`src/rtl/acc_cpu_pkg.sv`:
```
package acc_cpu_pkg;

    localparam int OPC_W = 4;

    typedef logic [OPC_W-1:0] opc_t;

    // operation code values
    localparam opc_t OPC_HALT  = 4'd0;
    localparam opc_t OPC_ADD   = 4'd1;
    localparam opc_t OPC_SUB   = 4'd2;
    localparam opc_t OPC_AND   = 4'd3;
    localparam opc_t OPC_OR    = 4'd4;
    localparam opc_t OPC_LOAD  = 4'd5;
    localparam opc_t OPC_STORE = 4'd6;
    localparam opc_t OPC_JUMP  = 4'd7;

    typedef enum logic [2:0] {
        ST_FETCH_ADDR,
        ST_FETCH_WAIT,
        ST_DECODE,
        ST_OPER_ADDR,
        ST_OPER_WAIT,
        ST_EXECUTE,
        ST_HALTED
    } cpu_state_e;

    typedef enum logic [2:0] {
        ALU_ADD,
        ALU_SUB,
        ALU_AND,
        ALU_OR,
        ALU_PASS
    } alu_op_e;

    // bit 2 overflow, bit 1 carry, bit 0 zero
    typedef struct packed {
        logic ovf;
        logic cry;
        logic zro;
    } flags_t;

    typedef struct packed {
        logic mar_from_pc;
        logic mar_from_opnd;
        logic pc_inc;
        logic pc_jump;
        logic mdr_from_mem;
        logic mdr_from_acc;
        logic cir_load;
        logic acc_load;
        logic mem_rd;
        logic mem_wr;
    } ctrl_t;

    function automatic logic needs_operand(opc_t op);
        return (op >= OPC_ADD) && (op <= OPC_STORE);
    endfunction

    function automatic alu_op_e alu_select(opc_t op);
        case (op)
            OPC_ADD: return ALU_ADD;
            OPC_SUB: return ALU_SUB;
            OPC_AND: return ALU_AND;
            OPC_OR:  return ALU_OR;
            default: return ALU_PASS;
        endcase
    endfunction

endpackage

```
`src/rtl/acc_cpu_alu.sv`:
```
module acc_cpu_alu
    import acc_cpu_pkg::*;
#(
    parameter int W = 16
) (
    input  alu_op_e      op,
    input  logic [W-1:0] a,
    input  logic [W-1:0] b,
    output logic [W-1:0] y,
    output flags_t       f
);

    logic [W:0] wide;

    always_comb begin
        wide  = '0;
        f     = '0;
        case (op)
            ALU_ADD: begin
                wide  = {1'b0, a} + {1'b0, b};
                f.cry = wide[W];
                f.ovf = (a[W-1] == b[W-1]) && (wide[W-1] != a[W-1]);
            end
            ALU_SUB: begin
                wide  = {1'b0, a} - {1'b0, b};
                f.cry = wide[W];
                f.ovf = (a[W-1] != b[W-1]) && (wide[W-1] != a[W-1]);
            end
            ALU_AND:  wide = {1'b0, a & b};
            ALU_OR:   wide = {1'b0, a | b};
            default:  wide = {1'b0, b};
        endcase
        y     = wide[W-1:0];
        f.zro = (y == '0);
    end


    always_comb begin
        if (op == ALU_ADD && f.cry) begin
            add_carry_wrap_chk: assert (y < a);
        end
    end

endmodule

```
`src/rtl/acc_cpu_ctrl.sv`:
```
module acc_cpu_ctrl
    import acc_cpu_pkg::*;
(
    input  logic       clk,
    input  logic       rst,
    input  opc_t       dec_opc,
    output cpu_state_e state,
    output ctrl_t      ctl
);

    cpu_state_e nxt;

    always_ff @(posedge clk) begin
        if (rst) state <= ST_FETCH_ADDR;
        else     state <= nxt;
    end

    always_comb begin
        ctl = '0;
        nxt = state;
        case (state)
            ST_FETCH_ADDR: begin
                ctl.mar_from_pc = 1'b1;
                nxt = ST_FETCH_WAIT;
            end
            ST_FETCH_WAIT: begin
                ctl.mem_rd = 1'b1;
                ctl.pc_inc = 1'b1;
                nxt = ST_DECODE;
            end
            ST_DECODE: begin
                // the returned word is latched into MDR and CIR while its fields are decoded
                ctl.mdr_from_mem = 1'b1;
                ctl.cir_load     = 1'b1;
                if (dec_opc == OPC_HALT) begin
                    nxt = ST_HALTED;
                end else if (dec_opc == OPC_JUMP) begin
                    ctl.pc_jump = 1'b1;
                    nxt = ST_FETCH_ADDR;
                end else if (needs_operand(dec_opc)) begin
                    nxt = ST_OPER_ADDR;
                end else begin
                    nxt = ST_FETCH_ADDR;
                end
            end
            ST_OPER_ADDR: begin
                ctl.mar_from_opnd = 1'b1;
                ctl.mdr_from_acc  = (dec_opc == OPC_STORE);
                nxt = ST_OPER_WAIT;
            end
            ST_OPER_WAIT: begin
                if (dec_opc == OPC_STORE) begin
                    ctl.mem_wr = 1'b1;
                    nxt = ST_FETCH_ADDR;
                end else begin
                    ctl.mem_rd = 1'b1;
                    nxt = ST_EXECUTE;
                end
            end
            ST_EXECUTE: begin
                ctl.mdr_from_mem = 1'b1;
                ctl.acc_load     = 1'b1;
                nxt = ST_FETCH_ADDR;
            end
            ST_HALTED: nxt = ST_HALTED;
            default:   nxt = ST_FETCH_ADDR;
        endcase
    end


    halt_hold_chk: assert property (@(posedge clk) disable iff (rst)
        (state == ST_HALTED) |=> (state == ST_HALTED));


    store_gap_chk: assert property (@(posedge clk) disable iff (rst)
        ctl.mem_wr |=> (state == ST_FETCH_ADDR));


    exec_after_read_chk: assert property (@(posedge clk) disable iff (rst)
        (state == ST_EXECUTE) |-> $past(ctl.mem_rd));

endmodule

```
`src/rtl/acc_cpu_dp.sv`:
```
module acc_cpu_dp
    import acc_cpu_pkg::*;
#(
    parameter int WORD_W = 16,
    parameter int ADDR_W = WORD_W - OPC_W
) (
    input  logic              clk,
    input  logic              rst,
    input  ctrl_t             ctl,
    input  cpu_state_e        state,
    input  logic [WORD_W-1:0] mem_rdata,
    output logic [ADDR_W-1:0] mem_addr,
    output logic [WORD_W-1:0] mem_wdata,
    output opc_t              dec_opc,
    output flags_t            flags
);

    logic [ADDR_W-1:0] pc;
    logic [ADDR_W-1:0] mar;
    logic [WORD_W-1:0] mdr;
    logic [WORD_W-1:0] cir;
    logic [WORD_W-1:0] acc;

    logic [WORD_W-1:0] dec_word;
    logic [ADDR_W-1:0] opnd;
    logic [WORD_W-1:0] alu_y;
    flags_t            alu_f;

    // decode the word in flight during DECODE, the held instruction afterwards
    assign dec_word = ctl.cir_load ? mem_rdata : cir;
    assign dec_opc  = dec_word[WORD_W-1 -: OPC_W];
    assign opnd     = dec_word[ADDR_W-1:0];

    // the ALU operand is the word that is being captured into MDR
    acc_cpu_alu #(.W(WORD_W)) u_alu (
        .op (alu_select(dec_opc)),
        .a  (acc),
        .b  (mem_rdata),
        .y  (alu_y),
        .f  (alu_f)
    );

    always_ff @(posedge clk) begin
        if (rst) begin
            pc    <= '0;
            mar   <= '0;
            mdr   <= '0;
            cir   <= '0;
            acc   <= '0;
            flags <= '0;
        end else begin
            if (ctl.mar_from_pc)        mar <= pc;
            else if (ctl.mar_from_opnd) mar <= opnd;

            if (ctl.pc_jump)     pc <= opnd;
            else if (ctl.pc_inc) pc <= pc + 1'b1;

            if (ctl.mdr_from_mem)      mdr <= mem_rdata;
            else if (ctl.mdr_from_acc) mdr <= acc;

            if (ctl.cir_load) cir <= mem_rdata;

            if (ctl.acc_load) begin
                acc   <= alu_y;
                flags <= alu_f;
            end
        end
    end

    assign mem_addr  = mar;
    assign mem_wdata = mdr;


    reset_clear_chk: assert property (@(posedge clk)
        rst |=> (pc == '0 && acc == '0 && mar == '0 && mdr == '0 && flags == '0));


    fetch_mar_chk: assert property (@(posedge clk) disable iff (rst)
        (state == ST_FETCH_ADDR) |=> (mar == $past(pc)));


    pc_step_chk: assert property (@(posedge clk) disable iff (rst)
        (state == ST_FETCH_WAIT) |=> (pc == $past(pc) + 1'b1));


    jump_target_chk: assert property (@(posedge clk) disable iff (rst)
        (state == ST_DECODE && dec_opc == OPC_JUMP) |=> (pc == $past(opnd)));


    flags_hold_chk: assert property (@(posedge clk) disable iff (rst)
        (state != ST_EXECUTE) |=> $stable(flags));

endmodule

```
`src/rtl/acc_cpu_core.sv`:
```
module acc_cpu_core
    import acc_cpu_pkg::*;
#(
    parameter int  WORD_W = 16,
    localparam int ADDR_W = WORD_W - OPC_W
) (
    input  logic              clk,
    input  logic              rst,
    output logic [ADDR_W-1:0] mem_addr,
    output logic              mem_rd,
    output logic              mem_wr,
    output logic [WORD_W-1:0] mem_wdata,
    input  logic [WORD_W-1:0] mem_rdata,
    output logic [2:0]        status
);

    cpu_state_e state;
    ctrl_t      ctl;
    opc_t       dec_opc;
    flags_t     flags;

    acc_cpu_ctrl u_ctrl (
        .clk     (clk),
        .rst     (rst),
        .dec_opc (dec_opc),
        .state   (state),
        .ctl     (ctl)
    );

    acc_cpu_dp #(.WORD_W(WORD_W), .ADDR_W(ADDR_W)) u_dp (
        .clk       (clk),
        .rst       (rst),
        .ctl       (ctl),
        .state     (state),
        .mem_rdata (mem_rdata),
        .mem_addr  (mem_addr),
        .mem_wdata (mem_wdata),
        .dec_opc   (dec_opc),
        .flags     (flags)
    );

    assign mem_rd = ctl.mem_rd;
    assign mem_wr = ctl.mem_wr;
    assign status = flags;


    strobe_excl_chk: assert property (@(posedge clk) disable iff (rst)
        !(mem_rd && mem_wr));

endmodule

```
`config.mk`:
```
export PLATFORM = sky130hd
export DESIGN_NAME = acc_cpu_core
export DESIGN_NICKNAME = d
export VERILOG_FILES = /design/src/rtl/acc_cpu_pkg.sv /design/src/rtl/acc_cpu_alu.sv /design/src/rtl/acc_cpu_ctrl.sv /design/src/rtl/acc_cpu_dp.sv /design/src/rtl/acc_cpu_core.sv
export SDC_FILE = /design/constraint.sdc
export NUM_CORES = 1
export LEC_CHECK = 0
export ABC_AREA = 1
export BUFFER_PORTS_ARGS = -buffer_cell sky130_fd_sc_hd__buf_2
export CAP_MARGIN = 20
export CORE_MARGIN = 10
export CORE_UTILIZATION = 56
export DETAILED_ROUTE_END_ITERATION = 8
export HOLD_SLACK_MARGIN = 0.08
export PLACE_DENSITY_LB_ADDON = 0.15
export SLEW_MARGIN = 10
export SYNTH_ARGS = -nofsm -noshare
export SYNTH_HDL_FRONTEND = slang
export SYNTH_SLANG_ARGS = --single-unit
```
`constraint.sdc`:
```
create_clock -name clk -period 2.8 [get_ports clk]
set_input_delay 0.28 -clock clk [delete_from_list [all_inputs] [get_ports clk]]
set_output_delay 0.28 -clock clk [all_outputs]
set_load 0.01 [all_outputs]
```
==> out/metrics.yaml, run 1 <==
run_status:
  result_of_the_run: "complete, no violations"
drt:
  via_count_normalized_by_instance_count: 5.51
  drc_errors: 0
  drtPass1Iterations: 5
  wl_met2_mm: 8.31
  drt-total-wl_mm: 19.5
  route.top_layer_used: "met4"
  route.met3.wl_mm: 1.61
  met1_length_mm: 9.05
  dr_total_vias: 6617
  route.detailed.wl_per_inst_um: 16.2
  ant_nets: 0
  drtIter0Drc: 832
setup_path:
  cp_data_arrival_time_ns: 2.84
  rrSetupSlack_ns: 0.25
  worstReg2RegStart: "u_dp.acc[0]"
  setup.worst_path.end: "u_dp.flags[0]"
  category_of_the_critical_setup_timing_path: "flop to flop"
  worst_ep_required_time_ns: 3.09
  critPathCaptureType: "flop"
  rr_worst_depth: 16
  setup.worst_path.start_class: "flop"
  setup.worst_path.start: "u_dp.acc[0]"
  rr_endpoint: "u_dp.flags[0]"
  path_max_fanout: 3
die:
  design.die.area_um2: 15800
  die-width_um: 126
  fp-row-count: 38
  pin_count: 51
  die_height_um: 126
  core_region_area_um2: 10900
  start_util: 0.573
final_layout:
  final_cell_area_um2: 6980
  design.final.nets: 1131
  post_route_cells_drive_above_1_share: 0.125
  antenna_cells: 0
  syn_to_final_growth_pct: 11.9
pwr:
  power_switching_share: 0.500
  p_comb_frac: 0.599
  power_frac_clock: 0.166
  sequentialPowerShare: 0.235
  vdd.ir_drop.worst_v: 0.000577
  leakage_nw: 3.50
  post-layout-total-power_w: 0.00640
  power_dissipated_by_switching_net_loads_w: 0.00320
  power.density_nw_per_um2: 918
  internal_power_w: 0.00320
placed_design:
  port_buffers: 50
  gpl.final_weighted_congestion: 0.972
  place_hpwl_mm: 15.2
  post_dp_cell_area_um2: 6710
sta:
  fin_tns_setup_ns: 0
  fmax_mhz: 392
  min_period_ns: 2.55
  finalCritPeriodShare: 0.912
  setup-violations-final: 0
  timing_max_transition_violations_final: 0
  report.final.hold_viol_count: 0
  fin_skew_ns: 0.00995
  worst_slew_pin_slew_ns: 0.615
  grt_setup_unrepaired: "no"
  timing.max_slew.rel_slack: 0.589
global_route:
  globalRouteTotalUtil: 0.238
  first_global_vias: 6202
  grt_start_max_net_pins: 39
  grt_pass1_wl_mm: 31.6
  grt_overflow_total: 0
  antenna_violations_before_repair: 0
logic_synthesis:
  synth.yosys.seq_area_share: 0.250
  synthMuxAreaShare: 0
  synth_compound_gate_area_share: 0.139
  synth_top_family_by_area: "simple AND/OR/NAND/NOR gates"
  yosysWarnings: 0
  synth_cell_type_count: 42
  synth_fp_nets: 1078
  post_synth_fa_ha_maj_area_fraction: 0.117
  synth.cell_area_um2: 6240
  synthesis.instances: 1003
  yosys.area_share.xor_xnor: 0.0168
  synth-seq-cells: 78
  syn-mean-instance-area_um2: 6.22
  synthSimpleGateAreaFrac: 0.364
clocking:
  cts_buffer_depth: 2
  cts.sinks: 78
  cts_tree: "done"
  clk_latency_ns: 0.36
  tritoncts.num_buffers: 9
  htree_num_levels: 3
  cts_post_setup_buffers_inserted: 0
  cts-root-buf: "clkbuf_8"
  clk_pin_slew_ns: 0.09
hold_path:
  worstHoldPathCells: 3
  hp-class: "input pin to flop"
run:
  maxCapViolCount: 0
==> per-layer routing <==
layer / vias to the layer above / global-route usage
met3: 51 / 0.0406
met5: - / 0
met1: 2975 / 0.334
met2: 274 / 0.362
li1: 3317 / -
met4: 0 / 0.0711
==> worst max-delay path, cell delays in order (launching register included) <==
cell     delay [ns]
dfxtp_1        0.37
inv_1          0.08
ha_1           0.22
fa_1           0.44
inv_1          0.11
nand3_1        0.10
nand3_1        0.19
nand3_1        0.13
nand3_1        0.10
nand2_1        0.08
nand3_1        0.10
nand3_1        0.09
nand2_1        0.09
nand2_1        0.06
nor2_1         0.13
nand3_1        0.09
a21oi_1        0.12
==> synthesized netlist by cell type (all sizes together) <==
library cell / number / area share
a211oi: 7 / 0.0084
a21oi: 64 / 0.051
a22o: 1 / 0.0014
a31oi: 22 / 0.022
and2: 2 / 0.0020
buf: 9 / 0.011
clkbuf: 29 / 0.017
clkinv: 1 / 0.00060
dfxtp: 78 / 0.25
fa: 2 / 0.0064
ha: 55 / 0.11
inv: 138 / 0.083
nand2: 292 / 0.18
nand2b: 1 / 0.0010
nand3: 77 / 0.064
nand3b: 11 / 0.013
nand4: 15 / 0.015
nor2: 90 / 0.058
nor3: 16 / 0.015
nor3b: 1 / 0.0012
nor4: 1 / 0.0010
o211ai: 1 / 0.0012
o21ai: 55 / 0.044
o21bai: 4 / 0.0048
o22ai: 1 / 0.0010
o31ai: 3 / 0.0036
o41ai: 1 / 0.0014
or2: 14 / 0.014
xnor2: 4 / 0.0056
xor2: 8 / 0.011
==> layout by cell type, fill, tap and decap left out, types with 22 or more instances in the layout <==
cell     Yosys  final
inv_1      132    132
a31oi_1     22     22
nand2_1    286    284
dfxtp_1     78     78
buf_4        2     30
a21oi_1     64     64
ha_1        55     53
o21ai_0     52     52
nand3_1     76     76
buf_2        4     50
nor2_1      86     86
==> power groups by stage <==
| stage | combinational [W] | sequential, W | clock [W] |
|---|---|---|---|
| detailed placement | 0.00373 | 0.00153 | 0 |
| global route | 0.00426 | 0.00153 | 0.00112 |
| finish | 0.00384 | 0.00150 | 0.00106 |
| global placement | 0.00372 | 0.00152 | 0 |
| floorplan | 0.00252 | 0.00154 | 0 |
| CTS | 0.00375 | 0.00150 | 0.00106 |
==> stage by stage <==
stage          hold WS [ns]  setup slack, ns   util  std cells
6_report              0.234            0.246  0.641       1201
5_1_grt               0.245          0.00612  0.641       1201
4_1_cts               0.226           0.0926  0.639       1201
3_5_place_dp          0.453            0.161  0.616       1185
3_3_place_gp          0.451            0.208  0.616       1185
2_1_floorplan         0.441            0.662      -       1003
==> logic make-up after synthesis <==
kind of cell,count (synthesis)
buffers and inverters,177
AND/OR/NAND/NOR,520
AO/OA/AOI/OAI,159
adder cells (fa/ha/maj),57
XOR/XNOR,12
flip-flops,78
==> state kept, by name (all words and copies together), names as in the netlist <==
register and count:
u_ctrl.state 3, u_dp.acc 16, u_dp.cir 16, u_dp.flags 3, u_dp.mem_addr 12, u_dp.mem_wdata 16
u_dp.pc 12
==> cell type report <==
type / count / area (um^2)
flip-flops and latches: 78 / 1560
clock inverters: 5 / 106
inverters: 139 / 524
repair buffers: 80 / 475
multi-input cells: 748 / 4000
fillers: 1100 / 3910
clock buffers: 11 / 141
well taps: 140 / 175
==> how the worst min path moves through the flow <==
stage,slack (ns),to,start
2_1_floorplan,0.44,u_dp.mem_wdata[0],mem_rdata[0]
3_3_place_gp,0.45,u_dp.mem_wdata[3],u_dp.mem_wdata[3]
3_5_place_dp,0.45,u_dp.mem_wdata[4],u_dp.mem_wdata[4]
4_1_cts,0.23,u_dp.mem_wdata[13],mem_rdata[13]
5_1_grt,0.24,u_dp.mem_wdata[7],mem_rdata[7]
6_report,0.23,u_dp.mem_wdata[13],mem_rdata[13]
==> what timing repair did <==
item | in CTS | in global routing
resized for setup | 0 | 6
setup endpoints to repair | 0 | 3
hold buffers | 0 | 0
No activity file was read; power rests on OpenSTA's default activity.
==> inputs of run 2 (changes only) <==
--- a/config.mk
+++ b/config.mk
@@ -13,6 +13,7 @@
 export DETAILED_ROUTE_END_ITERATION = 8
 export HOLD_SLACK_MARGIN = 0.08
 export PLACE_DENSITY_LB_ADDON = 0.15
+export SETUP_SLACK_MARGIN = 0.3
 export SLEW_MARGIN = 10
 export SYNTH_ARGS = -nofsm -noshare
 export SYNTH_HDL_FRONTEND = slang
==> run 2 against run 1 <==
Net effect: largest power group unchanged; core utilization up 3.8 points; sequential share of layout area is 0.99 points lower; highest routed layer unchanged; die area unchanged; clock-buffer cell count unchanged; sequential power about the same; flip-flop and latch count is the same; clock skew up 0.00087 ns; worst setup slack improved by 0.14 ns.
==> out/metrics.yaml, run 2 (same netlist as run 1, synthesis figures left out) <==
run_status:
  result_of_the_run: "complete, no violations"
sta:
  hold-worst-slack_ns: 0.237
  grt_setup_unrepaired: "no"
  final_critical_path_setup_slack_ns: 0.387
  min_period_ns: 2.41
  timing.max_slew.rel_slack: 0.606
  worst_slew_pin_slew_ns: 0.590
  setup-violations-final: 0
  fin_tns_setup_ns: 0
  finalCritPeriodShare: 0.862
  fmax_mhz: 414
  fin_skew_ns: 0.0108
  report.final.hold_viol_count: 0
  timing_max_transition_violations_final: 0
global_route:
  globalRouteTotalUtil: 0.239
  grt_overflow_total: 0
  first_global_vias: 6218
  grt_start_max_net_pins: 39
  grt_pass1_wl_mm: 31.7
  antenna_violations_before_repair: 0
die:
  die-width_um: 126
  die_height_um: 126
  design.die.area_um2: 15800
  pin_count: 51
  start_util: 0.573
  fp-row-count: 38
  core_region_area_um2: 10900
final_layout:
  post_route_cells_drive_above_1_share: 0.201
  mostFrequentLayoutCells: "nand2_1 (268), inv_1 (125), nor2_1 (78)"
  syn_to_final_growth_pct: 18.5
  antenna_cells: 0
  number_of_fill_cells: 1010
  design.final.nets: 1141
  final_common_cell: "nand2_1"
  final_core_util: 0.679
pwr:
  power_dissipated_by_switching_net_loads_w: 0.00337
  p_comb_frac: 0.617
  vdd.ir_drop.worst_v: 0.000639
  power_frac_clock: 0.157
  internal_power_w: 0.00339
  power.density_nw_per_um2: 915
  power_switching_share: 0.498
  leakage_nw: 3.63
  sequentialPowerShare: 0.225
drt:
  route.top_layer_used: "met4"
  drtPass1Iterations: 6
  drc_errors: 0
  route.detailed.wl_per_inst_um: 16.6
  dr_total_vias: 6783
  via_count_normalized_by_instance_count: 5.60
  drt-total-wl_mm: 20.0
  drtIter0Drc: 815
  ant_nets: 0
  wl_met2_mm: 8.72
  met1_length_mm: 9.02
  route.met3.wl_mm: 1.80
clocking:
  htree_num_levels: 3
  cts.sinks: 78
  clk_latency_ns: 0.36
  tritoncts.num_buffers: 9
  clk_pin_slew_ns: 0.09
  cts_hold_buffers: 0
  cts-root-buf: "clkbuf_8"
  cts_tree: "done"
  cts_buffer_depth: 2
setup_path:
  path_cells: "ha_4 -> inv_2 -> fa_2 -> inv_2 -> nand3_2 -> nand2_4 -> nand2_1 -> nand2_1 -> a21oi_1 -> or2_2 -> nand3_1 -> nand4_1 -> nor2_2 -> nand3_1 -> a21oi_2"
  rr_endpoint: "u_dp.flags[0]"
  rr_worst_depth: 15
  critical_path.n_buffers_inverters: 2
  worst_ep_required_time_ns: 3.09
  cp_data_arrival_time_ns: 2.70
  critPathCaptureType: "flop"
  setup.worst_path.start: "u_dp.acc[0]"
  critPathMaxStageDelay_ns: 0.38
  number_of_stages_on_the_worst_setup_path: 15
  setup.worst_path.start_class: "flop"
  worstReg2RegStart: "u_dp.acc[0]"
  path_max_fanout: 3
  category_of_the_critical_setup_timing_path: "flop to flop"
  rrSetupSlack_ns: 0.39
  critical_path.slowest_cell: "dfxtp_4"
  timing.critical_path.max_delay_family: "simple AND/OR/NAND/NOR gates"
  setup.worst_path.end: "u_dp.flags[0]"
placed_design:
  place_hpwl_mm: 15.2
  port_buffers: 50
  gpl.final_weighted_congestion: 0.972
  placement.setup.worst_slack_ns: 0.161
run:
  maxCapViolCount: 0
hold_path:
  hp-class: "input pin to flop"
-- run 2: changes by cell type in the layout (fill, tap and decap cells not counted), sizes merged --
| cell | before | now |
|---|---|---|
| buf | 80 | 90 |
-- run 2: stage by stage --
stage	cell area [um^2]	std cells	total power, W
6_report	7390	1211	0.00676
5_1_grt	7390	1211	0.00725
4_1_cts	6980	1201	0.00633
3_5_place_dp	6710	1185	0.00525
3_3_place_gp	6710	1185	0.00525
2_1_floorplan	6240	1003	0.00406
-- run 2: per-layer routing --
| layer | vias to the layer above | GRT usage |
|---|---|---|
| met4 | 0 | 0.0705 |
| met2 | 330 | 0.364 |
| met5 | - | 0 |
| met1 | 3068 | 0.334 |
| met3 | 50 | 0.0406 |
| li1 | 3335 | - |
-- run 2: worst min path at each step --
stage / startpoint / end / slack (ns) / depth (start not counted)
2_1_floorplan: mem_rdata[0] / u_dp.mem_wdata[0] / 0.44 / 2
3_3_place_gp: u_dp.mem_wdata[3] / u_dp.mem_wdata[3] / 0.45 / 2
3_5_place_dp: u_dp.mem_wdata[4] / u_dp.mem_wdata[4] / 0.45 / 2
4_1_cts: mem_rdata[13] / u_dp.mem_wdata[13] / 0.23 / 3
5_1_grt: mem_rdata[7] / u_dp.mem_wdata[7] / 0.24 / 3
6_report: mem_rdata[13] / u_dp.mem_wdata[13] / 0.24 / 3
-- run 2: power groups by stage --
stage | logic [W] | clock network (W) | registers [W]
3_5_place_dp | 0.00373 | 0 | 0.00153
4_1_cts | 0.00377 | 0.00106 | 0.00150
2_1_floorplan | 0.00252 | 0 | 0.00154
6_report | 0.00417 | 0.00106 | 0.00152
5_1_grt | 0.00458 | 0.00112 | 0.00155
3_3_place_gp | 0.00372 | 0 | 0.00152
-- run 2: repair_timing --
action	in CTS	in global routing
resized for setup	5	94
buffers inserted	0	10
endpoints found under the setup margin	3	12
pin swaps	0	20
-- run 2: worst register-to-register path, delay by kind of cell (launching register included) --
| kind | cells | cell delay (ns) |
|---|---|---|
| buffers and inverters | 2 | 0.11 |
| DFF | 1 | 0.38 |
| adders and majority gates | 2 | 0.52 |
| and+or+nand+nor | 9 | 1.11 |
| AOI/OAI and AO/OA | 2 | 0.22 |
-- run 2: cell type report --
type	count	area (um^2)	share of cell area
inverter	139	527	0.0713
clock buffer	11	141	0.0191
sequential	78	1580	0.214
multi-input combinational	748	4310	0.583
clock inverter	5	106	0.0144
timing repair buffer	90	551	0.0745
tap	140	175	0.0237
